==> config.mk <==
export PLATFORM = sky130hd
export DESIGN_NAME = uart_mp_rx
export DESIGN_NICKNAME = d
export VERILOG_FILES = /design/src/rtl/uart_rx_pkg.sv /design/src/rtl/rx_ctrl.sv /design/src/rtl/rx_datapath.sv /design/src/rtl/uart_mp_rx.sv
export SDC_FILE = /design/constraint.sdc
export NUM_CORES = 1
export LEC_CHECK = 0
export ABC_AREA = 1
export BUFFER_PORTS_ARGS = -buffer_cell sky130_fd_sc_hd__buf_4
export CAP_MARGIN = 20
export CORE_ASPECT_RATIO = 1.1
export CORE_UTILIZATION = 40
export CTS_CLUSTER_DIAMETER = 150
export DETAILED_ROUTE_END_ITERATION = 10
export GPL_TIMING_DRIVEN = 0
export SETUP_SLACK_MARGIN = 0.4
export SLEW_MARGIN = 20
export SYNTH_ARGS = -nofsm -noshare
export SYNTH_HDL_FRONTEND = slang
export SYNTH_SLANG_ARGS = --single-unit
==> constraint.sdc <==
create_clock -name clk -period 1.5 [get_ports clk]
set_clock_uncertainty 0.05 [all_clocks]
set_input_delay 0 -clock clk [delete_from_list [all_inputs] [get_ports clk]]
set_output_delay 0 -clock clk [all_outputs]
set_load 0.05 [all_outputs]
==> src/rtl/uart_rx_pkg.sv <==
package uart_rx_pkg;
  localparam int MAX_BITS = 8;

  typedef enum logic [2:0] {
    ST_IDLE, ST_START, ST_DATA, ST_PARITY, ST_EXTRA, ST_STOP, ST_HOLD
  } rxState_t;

  // strobes from control to datapath, each one clock wide on a tick
  typedef struct packed {
    logic startClr;
    logic dataBit;
    logic parityBit;
    logic extraBit;
    logic stopBit;
    logic frameDone;
  } rxStrobe_t;
endpackage

==> src/rtl/rx_ctrl.sv <==
module rx_ctrl
  import uart_rx_pkg::*;
#(
  parameter int TICKS_PER_BIT = 16
) (
  input  logic       clk,
  input  logic       rstN,
  input  logic [1:0] lenCode,
  input  logic       parityEn,
  input  logic       extraEn,
  input  logic       longStop,
  input  logic       baudTick,
  input  logic       rxIn,
  output rxStrobe_t  strobe
);
  localparam int CNT_W = $clog2(TICKS_PER_BIT);
  localparam logic [CNT_W-1:0] HALF_LAST = CNT_W'(TICKS_PER_BIT / 2 - 1);
  localparam logic [CNT_W-1:0] FULL_LAST = CNT_W'(TICKS_PER_BIT - 1);

  rxState_t state, stNext, afterData;
  logic [CNT_W-1:0] tickCnt;
  logic [2:0] bitIdx, lastIdx;
  logic lastRx, halfWindow, midHit;

  assign lastIdx    = 3'd4 + {1'b0, lenCode};
  assign halfWindow = (state == ST_START) ||
                      (state == ST_HOLD && lenCode == 2'b00);
  assign midHit     = baudTick && (tickCnt == (halfWindow ? HALF_LAST : FULL_LAST));
  assign afterData  = parityEn ? ST_PARITY : (extraEn ? ST_EXTRA : ST_STOP);

  always_comb begin
    stNext = state;
    strobe = '0;
    if (baudTick) begin
      case (state)
        ST_IDLE:   if (lastRx && !rxIn) stNext = ST_START;
        ST_START:  if (midHit) begin
                     if (rxIn) stNext = ST_IDLE;
                     else begin
                       stNext = ST_DATA;
                       strobe.startClr = 1'b1;
                     end
                   end
        ST_DATA:   if (midHit) begin
                     strobe.dataBit = 1'b1;
                     if (bitIdx == lastIdx) stNext = afterData;
                   end
        ST_PARITY: if (midHit) begin
                     strobe.parityBit = 1'b1;
                     stNext = extraEn ? ST_EXTRA : ST_STOP;
                   end
        ST_EXTRA:  if (midHit) begin
                     strobe.extraBit = 1'b1;
                     stNext = ST_STOP;
                   end
        ST_STOP:   if (midHit) begin
                     strobe.stopBit = 1'b1;
                     if (longStop) stNext = ST_HOLD;
                     else begin
                       strobe.frameDone = 1'b1;
                       stNext = ST_IDLE;
                     end
                   end
        ST_HOLD:   if (midHit) begin
                     strobe.frameDone = 1'b1;
                     stNext = ST_IDLE;
                   end
        default:   stNext = ST_IDLE;
      endcase
    end
  end

  always_ff @(posedge clk or negedge rstN) begin
    if (!rstN) begin
      state   <= ST_IDLE;
      tickCnt <= '0;
      bitIdx  <= '0;
      lastRx  <= 1'b1;
    end else if (baudTick) begin
      lastRx <= rxIn;
      state  <= stNext;
      if (state == ST_IDLE || midHit) tickCnt <= '0;
      else tickCnt <= tickCnt + 1'b1;
      if (strobe.startClr) bitIdx <= '0;
      else if (strobe.dataBit) bitIdx <= bitIdx + 3'd1;
    end
  end

  // the bit timer only advances on a tick
  assert_timer_holds_R8: assert property (@(posedge clk) disable iff (!rstN)
    !baudTick |=> $stable(tickCnt));

  // exactly the configured number of data bits precede the stop sample
  assert_data_count_R1: assert property (@(posedge clk) disable iff (!rstN)
    strobe.stopBit |-> bitIdx == 3'(lastIdx + 3'd1));
endmodule

==> src/rtl/rx_datapath.sv <==
module rx_datapath
  import uart_rx_pkg::*;
(
  input  logic                clk,
  input  logic                rstN,
  input  logic [1:0]          lenCode,
  input  logic                parityEn,
  input  logic [1:0]          parityType,
  input  logic                extraEn,
  input  logic                mpEnable,
  input  rxStrobe_t           strobe,
  input  logic                rxIn,
  input  logic                rxFlagClr,
  output logic [MAX_BITS-1:0] rxData,
  output logic                rxExtra,
  output logic                rxFlag,
  output logic                parityErr,
  output logic                frameErr,
  output logic                overrun
);
  logic [MAX_BITS-1:0] shiftReg, aligned;
  logic [3:0] dataBits, alignShift;
  logic parAcc, parRx, extraRx, stopRx;
  logic stopOk, extraVal, accept, expectPar, parBad;

  assign dataBits   = 4'd5 + {2'b00, lenCode};
  assign alignShift = 4'(MAX_BITS) - dataBits;
  assign aligned    = shiftReg >> alignShift;
  assign stopOk     = strobe.stopBit ? rxIn : stopRx;
  assign extraVal   = extraEn & extraRx;
  assign accept     = strobe.frameDone && stopOk && (!mpEnable || extraVal);
  assign parBad     = parityEn && (parRx != expectPar);

  always_comb begin
    case (parityType)
      2'b00:   expectPar = ~parAcc;
      2'b01:   expectPar = parAcc;
      2'b10:   expectPar = 1'b1;
      default: expectPar = 1'b0;
    endcase
  end

  always_ff @(posedge clk or negedge rstN) begin
    if (!rstN) begin
      shiftReg <= '0;
      parAcc   <= 1'b0;
      parRx    <= 1'b0;
      extraRx  <= 1'b0;
      stopRx   <= 1'b0;
    end else begin
      if (strobe.startClr) begin
        shiftReg <= '0;
        parAcc   <= 1'b0;
        extraRx  <= 1'b0;
      end
      if (strobe.dataBit) begin
        shiftReg <= {rxIn, shiftReg[MAX_BITS-1:1]};
        parAcc   <= parAcc ^ rxIn;
      end
      if (strobe.parityBit) parRx   <= rxIn;
      if (strobe.extraBit)  extraRx <= rxIn;
      if (strobe.stopBit)   stopRx  <= rxIn;
    end
  end

  always_ff @(posedge clk or negedge rstN) begin
    if (!rstN) begin
      rxData    <= '0;
      rxExtra   <= 1'b0;
      rxFlag    <= 1'b0;
      parityErr <= 1'b0;
      frameErr  <= 1'b0;
      overrun   <= 1'b0;
    end else begin
      if (rxFlagClr) begin
        rxFlag    <= 1'b0;
        parityErr <= 1'b0;
        frameErr  <= 1'b0;
        overrun   <= 1'b0;
      end
      if (strobe.frameDone && !stopOk) frameErr <= 1'b1;
      if (accept) begin
        rxData  <= aligned;
        rxExtra <= extraVal;
        rxFlag  <= 1'b1;
        if (rxFlag && !rxFlagClr) overrun <= 1'b1;
        if (parBad) parityErr <= 1'b1;
      end
    end
  end

  // the flag only rises on a character completion from control
  assert_flag_on_done_R5: assert property (@(posedge clk) disable iff (!rstN)
    $rose(rxFlag) |-> $past(strobe.frameDone));

  // overrun only rises while a character was pending
  assert_overrun_pending_R10: assert property (@(posedge clk) disable iff (!rstN)
    $rose(overrun) |-> $past(rxFlag));

  // in filtering mode an accepted character carries extra bit 1
  assert_mp_address_R6: assert property (@(posedge clk) disable iff (!rstN)
    ($rose(rxFlag) && mpEnable) |-> rxExtra);

  // bits above the configured length read as zero
  assert_right_justified_R1: assert property (@(posedge clk) disable iff (!rstN)
    $rose(rxFlag) |-> (rxData >> dataBits) == '0);

  // a framing error never comes with a new character
  assert_frame_no_accept_R7: assert property (@(posedge clk) disable iff (!rstN)
    $rose(frameErr) |-> !$rose(rxFlag));
endmodule

==> src/rtl/uart_mp_rx.sv <==
module uart_mp_rx
  import uart_rx_pkg::*;
#(
  parameter int TICKS_PER_BIT = 16
) (
  input  logic       clk,
  input  logic       rstN,
  input  logic [1:0] lenCode,
  input  logic       parityEn,
  input  logic [1:0] parityType,
  input  logic       extraEn,
  input  logic       longStop,
  input  logic       mpEnable,
  input  logic       baudTick,
  input  logic       rxIn,
  input  logic       rxFlagClr,
  output logic [7:0] rxData,
  output logic       rxExtra,
  output logic       rxFlag,
  output logic       parityErr,
  output logic       frameErr,
  output logic       overrun
);
  rxStrobe_t strobe;

  rx_ctrl #(.TICKS_PER_BIT(TICKS_PER_BIT)) u_ctrl (
    .clk(clk), .rstN(rstN), .lenCode(lenCode), .parityEn(parityEn),
    .extraEn(extraEn), .longStop(longStop), .baudTick(baudTick),
    .rxIn(rxIn), .strobe(strobe)
  );

  rx_datapath u_dp (
    .clk(clk), .rstN(rstN), .lenCode(lenCode), .parityEn(parityEn),
    .parityType(parityType), .extraEn(extraEn), .mpEnable(mpEnable),
    .strobe(strobe), .rxIn(rxIn), .rxFlagClr(rxFlagClr),
    .rxData(rxData), .rxExtra(rxExtra), .rxFlag(rxFlag),
    .parityErr(parityErr), .frameErr(frameErr), .overrun(overrun)
  );
endmodule

==> impl_metrics.tcl, run 1 <==
set metrics [dict create \
    initial_core_util_pct 42.62 \
    first_iter_violations 73 \
    grtUsageTotal_pct 18.94 \
    drt_pass1_iterations 4 \
    worstSetupPathType "flop to flop" \
    cts_max_level 2 \
    clk_pin_slew_worst_paths_ps 70 \
    hold_viol_final 0 \
    layout-drive-gt1-share_pct 37.95 \
    cts.sinks 36 \
    post-route-period-util_pct 107.6 \
    fillers 423 \
    stdcell_area_um2 2783 \
    grt_max_degree 37 \
    wl_um 5007 \
    worst_pin_slew_ps 487.0 \
    ys_seq_area_share_pct 44.26 \
    max_freq_mhz 619.7 \
    powerDensity_nw_per_um2 1222 \
    die_area_um2 5385 \
    slowest_stage "dfrtp_2" \
    drcViolationCount 0 \
    setup_slack_ps -113.7 \
    crit_path_end_kind "flop" \
    path_buf_inv 1 \
    final_nets 317 \
    synthTopCellsByArea "dfrtp_1 43%, nand2_1 13%, inv_1 5.3%" \
    vias_per_cell 5.139 \
    hp-class "input port to flop" \
    gp_congestion 0.7648 \
    crit_family "simple AND/OR/NAND/NOR gates" \
    synth_area_um2 2038 \
    slowest_delay_ps 450 \
    finalSetupViolCount 31 \
    numCtsBuffers 5 \
    fin_util_pct 58.19 \
    antenna_found_initial 0 \
    area.sequential_um2 905.9 \
    start_kind "flop" \
    syn_nets 268 \
    antenna_left 0 \
    dp_hpwl_um 3051 \
    slew_violations 0 \
    post-place-ws_ps -181.9 \
    multiInputGateArea_um2 1180 \
    rsz0062_at_grt "yes" \
    yosysUniqueCellTypes 33 \
    synth_largest_type_area_fraction_pct 42.97 \
    placed_area_um2 2273 \
    clockBufferDepth 2 \
    num_vias 1845 \
    grt_pass1_wl_um 8031 \
    synth-main-ff-cell "dfrtp_1" \
    maxCapViolCount 0 \
    leakage_nw 1.397 \
    synth_async_sr_flop_share_pct 100.0 \
    irDropWorstVdd_uv 587.7 \
    synth-seq-cells 36 \
    postSynthAreaPerCell_um2 8.056 \
    arrival_ps 1740 \
    synth_common_cells "68 x nand2_1, 35 x dfrtp_1, 29 x inv_1, 21 x o21ai_0, 20 x nand3_1" \
    area_growth_pct 36.53 \
    min_period_ps 1614 \
    path_max_fanout 4 \
    gr-total-overflow 0 \
    rows 26 \
    yosysWarnings 0 \
    violations "negative setup slack" \
    grt_pass1_vias 1782 \
    status "complete, but fails checks" \
    synth-edff-count 0 \
    fp.dieW_um 70.06 \
    routedWlPerCell_um 13.95 \
    cts_tree "yes" \
    core_um2 4782 \
    cp_data_required_time_ps 1630 \
    worstPathCellList "nand2_4 -> nor2_4 -> nand2_4 -> nand2_4 -> nand2_4 -> a21boi_4 -> buf_6 -> o21ai_4 -> nand2_1 -> o21ai_1" \
    antenna_cells 0 \
    slew_headroom_pct 67.54 \
    syn_inst 253 \
    cts-root-buf "clkbuf_8" \
    port_buffers 22 \
    insertion_delay_ps 290 \
    dieHeight_um 76.87 \
    synth_largest_area_cell "dfrtp_1" \
    timing.setup.tns_ps -2264 \
    ioPinCount 26 \
    crit_path_frequent_cell "nand2_4" \
    synthMostInstantiatedCell "nand2_1" \
]
[sequential cells by signal (all words and copies together) (netlist names)]
signal,count
u_ctrl.lastRx,1
u_dp.stopRx,1
u_ctrl.state,3
u_dp.extraRx,1
u_ctrl.tickCnt,4
u_dp.rxData,8
u_dp.rxExtra,1
u_dp.rxFlag,1
u_dp.shiftReg,8
u_dp.parAcc,1
u_ctrl.bitIdx,3
u_dp.overrun,1
u_dp.parityErr,1
u_dp.frameErr,1
u_dp.parRx,1
[logic make-up after synthesis]
family,after synthesis,share of synthesized area [%]
XOR/XNOR,3,1.289
adder cells (fa/ha/maj),2,1.228
buffers and inverters,38,7.857
flip-flops,36,44.26
AO/OA/AOI/OAI,45,13.75
AND/OR/NAND/NOR,127,30.63
multiplexers,2,0.9822
[per-stage QoR]
stage	std cells	power [mW]	hold WS, ps
finish	359	3.402	35.37
detailed placement	331	1.895	-57.90
global route	359	3.595	51.28
CTS	354	3.079	21.12
global placement	331	1.883	-63.29
floorplan	253	1.728	-345.6
[report_power, final]
| part | leakage, nW | internal, mW | total (mW) | switching, mW |
|---|---|---|---|---|
| sequential | 0.474 | 1.06 | 1.18 | 0.123 |
| combinational | 0.858 | 0.514 | 1.28 | 0.768 |
| clock | 0.0645 | 0.587 | 0.939 | 0.352 |
| total | 1.40 | 2.16 | 3.40 | 1.24 |
[layout by cell type, fill, tap and decap left out, drive strengths merged, types with 2 or more instances in the layout]
cell type,instances
nand4,5
a21boi,2
dlygate4sd3,3
o2111ai,2
xor2,3
nor2,19
ha,2
buf,42
inv,31
nand3,24
clkbuf,9
o221ai,2
nand2,75
nor3,3
mux2i,2
o21ai,31
a21oi,6
dfrtp,35
[path summary, 6_finish.rpt]
kind | start | endpoint | slack [ps] | cells past startpoint
min in group asynchronous | rstN | u_dp.shiftReg[1] | 160 | 2
worst max register to register | u_ctrl.state[2] | u_dp.shiftReg[1] | -110 | 10
worst max-delay path | u_ctrl.state[2] | u_dp.shiftReg[1] | -110 | 10
worst min-delay path | baudTick | u_ctrl.tickCnt[2] | 40 | 3
max in group asynchronous | rstN | u_ctrl.lastRx | 890 | 2
worst min register to register | u_dp.rxExtra | u_dp.rxExtra | 420 | 2
[what timing repair did]
action                     in CTS  in global routing
hold endpoints to repair       43                  0
setup endpoints to repair      35                 35
hold buffers                    3                  0
resized for setup              23                 45
cloned                          1                  1
pin swaps                       7                 12
buffers inserted               11                  4
[metal layers]
| layer | GRT usage (%) | vias up | routed length (µm) |
|---|---|---|---|
| met5 | 0 | - | 0 |
| met4 | 7.400 | 0 | 90 |
| met3 | 4.205 | 8 | 174 |
| met1 | 24.08 | 869 | 2247 |
| li1 | - | 928 | - |
| met2 | 31.15 | 40 | 2494 |
[cell type report]
cell class,count,share of cell area [%]
Multi-Input combinational cell,180,42.40
Clock buffer,7,3.462
Clock inverter,1,1.079
Inverter,32,4.676
Sequential cell,36,32.55
Buffer,6,1.439
Timing Repair Buffer,41,11.87
Tap cell,56,2.518
[worst register-to-register path, stage by stage, from the launching register on]
cell and delay, ps:
dfrtp_2 450, nand2_4 90, nor2_4 120, nand2_4 80, nand2_4 90, nand2_4 70
a21boi_4 210, buf_6 150, o21ai_4 70, nand2_1 70, o21ai_1 60
Note: power is estimated with default switching activity, not from simulation.
==> run 2, diff against run 1 <==
CORE_ASPECT_RATIO = 2   (was 1.1)
==> impl_metrics.tcl, run 2 (same netlist as run 1, synthesis figures left out) <==
set metrics [dict create \
    highest_layer "met4" \
    initial_core_util_pct 41.90 \
    rrSetupSlack_ps -180 \
    final_nets 322 \
    irDropWorstVdd_uv 1223 \
    grtUsageTotal_pct 21.67 \
    dp_hpwl_um 3535 \
    dp_cells 332 \
    crit_family "simple AND/OR/NAND/NOR gates" \
    start_kind "flop" \
    cts-root-buf "clkbuf_8" \
    cts.sinks 36 \
    hp-class "input port to flop" \
    area_growth_pct 41.25 \
    slew_headroom_pct 67.79 \
    hold_viol_final 0 \
    rows 36 \
    antenna_found_initial 0 \
    crit_path_end_kind "flop" \
    routedWlPerCell_um 15.06 \
    gp_congestion 0.8106 \
    layout_common_cells "54 x nand2_1, 36 x buf_4, 32 x dfrtp_1, 25 x inv_1" \
    drt_pass1_iterations 4 \
    vias_per_cell 5.247 \
    dieHeight_um 103.0 \
    max_freq_mhz 595.1 \
    antenna_cells 0 \
    clockBufferDepth 2 \
    slowest_delay_ps 460 \
    fp.dieW_um 52.48 \
    arrival_ps 1800 \
    dr_wl_met3_um 146 \
    reg_top3 "u_dp.rxData x8, u_dp.shiftReg x8, u_ctrl.tickCnt x4" \
    slowest_stage "dfrtp_2" \
    cts_tree "yes" \
    post-route-period-util_pct 112.0 \
    wl_um 5497 \
    cp.depth 10 \
    worst_pin_slew_ps 483.1 \
    fin_cells 365 \
    hold_end "u_dp.frameErr" \
    powerDensity_nw_per_um2 1259 \
    num_vias 1915 \
    port_buffers 22 \
    timing.rr.start "u_ctrl.state[2]" \
    cp_data_required_time_ps 1620 \
    violations "negative setup slack" \
    layout-drive-gt1-share_pct 39.29 \
    min_period_ps 1681 \
    grt_pass1_vias 1866 \
    cts_max_level 2 \
    status "complete, but fails checks" \
    wl_met2_um 3252 \
    final_common_cell "nand2_1" \
    clk_pin_slew_worst_paths_ps 80 \
    path_max_fanout 7 \
    min_from "longStop" \
    crit_path_frequent_cell "nand2_4" \
    fillers 464 \
    worstReg2RegEnd "u_ctrl.bitIdx[0]" \
    met1_length_um 1965 \
    leakage_nw 1.448 \
    ioPinCount 26 \
    finalSetupViolCount 33 \
    reg2regPathDepth 10 \
    insertion_delay_ps 290 \
    rsz0062_at_grt "yes" \
    finalPower_mw 3.625 \
    worstSetupPathType "flop to flop" \
    die_area_um2 5402 \
    maxCapViolCount 0 \
    antenna_left 0 \
    setup_slack_ps -180.5 \
    grt_pass1_wl_um 8528 \
    gr-total-overflow 0 \
    core_um2 4865 \
    cp-startpoint "u_ctrl.state[2]" \
    path_buf_inv 2 \
    numCtsBuffers 5 \
    slew_violations 0 \
    grt_max_degree 37 \
    worstPathCellList "nand2_4 -> nor2_4 -> nand2_4 -> nand2_4 -> nand2_4 -> a21boi_4 -> buf_12 -> o21ai_4 -> inv_2 -> o21ai_2" \
    timing.setup.tns_ps -4043 \
    drcViolationCount 0 \
    first_iter_violations 45 \
    hold_depth 4 \
]
[run 2: changes by cell type in the layout (fill, tap and decap cells not counted), sizes merged]
cell	previous run	this run
buf	42	46
bufinv	1	3
clkbuf	9	7
clkinv	1	0
inv	31	32
nand3	24	25
[run 2: layout make-up]
type	count	area, µm²	share of cell area [%]
clock inverter	3	90.09	3.129
clock buffer	5	68.82	2.390
buffer	6	40.04	1.391
timing repair buffer	45	376.6	13.08
tap	57	71.32	2.477
multi-input combinational	181	1199	41.63
inverter	32	127.6	4.433
sequential	36	905.9	31.46
[run 2: report_power, final]
part | internal, mW | total, mW | leakage (nW) | switching (mW)
combinational | 0.488 | 1.24 | 0.895 | 0.748
clock | 0.832 | 1.21 | 0.0784 | 0.375
sequential | 1.06 | 1.18 | 0.474 | 0.125
[run 2: what timing repair did]
item	4_1_cts	5_1_grt
pin swaps	4	18
endpoints found under the hold margin	43	0
endpoints found under the setup margin	35	35
cloned	4	0
gates resized for setup	47	25
hold buffers	3	0
buffers inserted	14	4
[run 2: how the worst max path moves through the flow]
stage / end / slack [ps]
after floorplan: u_dp.rxData[0] / 40
after global placement: u_dp.parAcc / -210
after detailed placement: u_dp.shiftReg[6] / -220
after CTS: u_dp.rxData[0] / -100
after global routing: u_dp.rxData[6] / -250
final: u_ctrl.bitIdx[0] / -180
[run 2: tightest hold or removal path: stages]
cell     delay (ps)
buf_4            90
o21ai_2          80
nand4_4         110
o21ai_1          70
[run 2: metal layers]
layer | vias to the layer above | global-route usage [%]
met5 | - | 0
met4 | 0 | 9.717
met3 | 10 | 3.245
met2 | 42 | 41.38
met1 | 923 | 21.90
li1 | 940 | -
[run 2: per-stage QoR]
| stage | area [µm²] | hold WS [ps] | util [%] | worst slack, ps |
|---|---|---|---|---|
| floorplan | 2038 | -345.6 | - | 39.16 |
| global placement | 2275 | -58.75 | 46.76 | -212.4 |
| detailed placement | 2275 | -57.05 | 46.76 | -221.5 |
| CTS | 2758 | 20.97 | 56.69 | -98.88 |
| global route | 2879 | 35.89 | 59.18 | -252.0 |
| finish | 2879 | 31.12 | 59.18 | -180.5 |
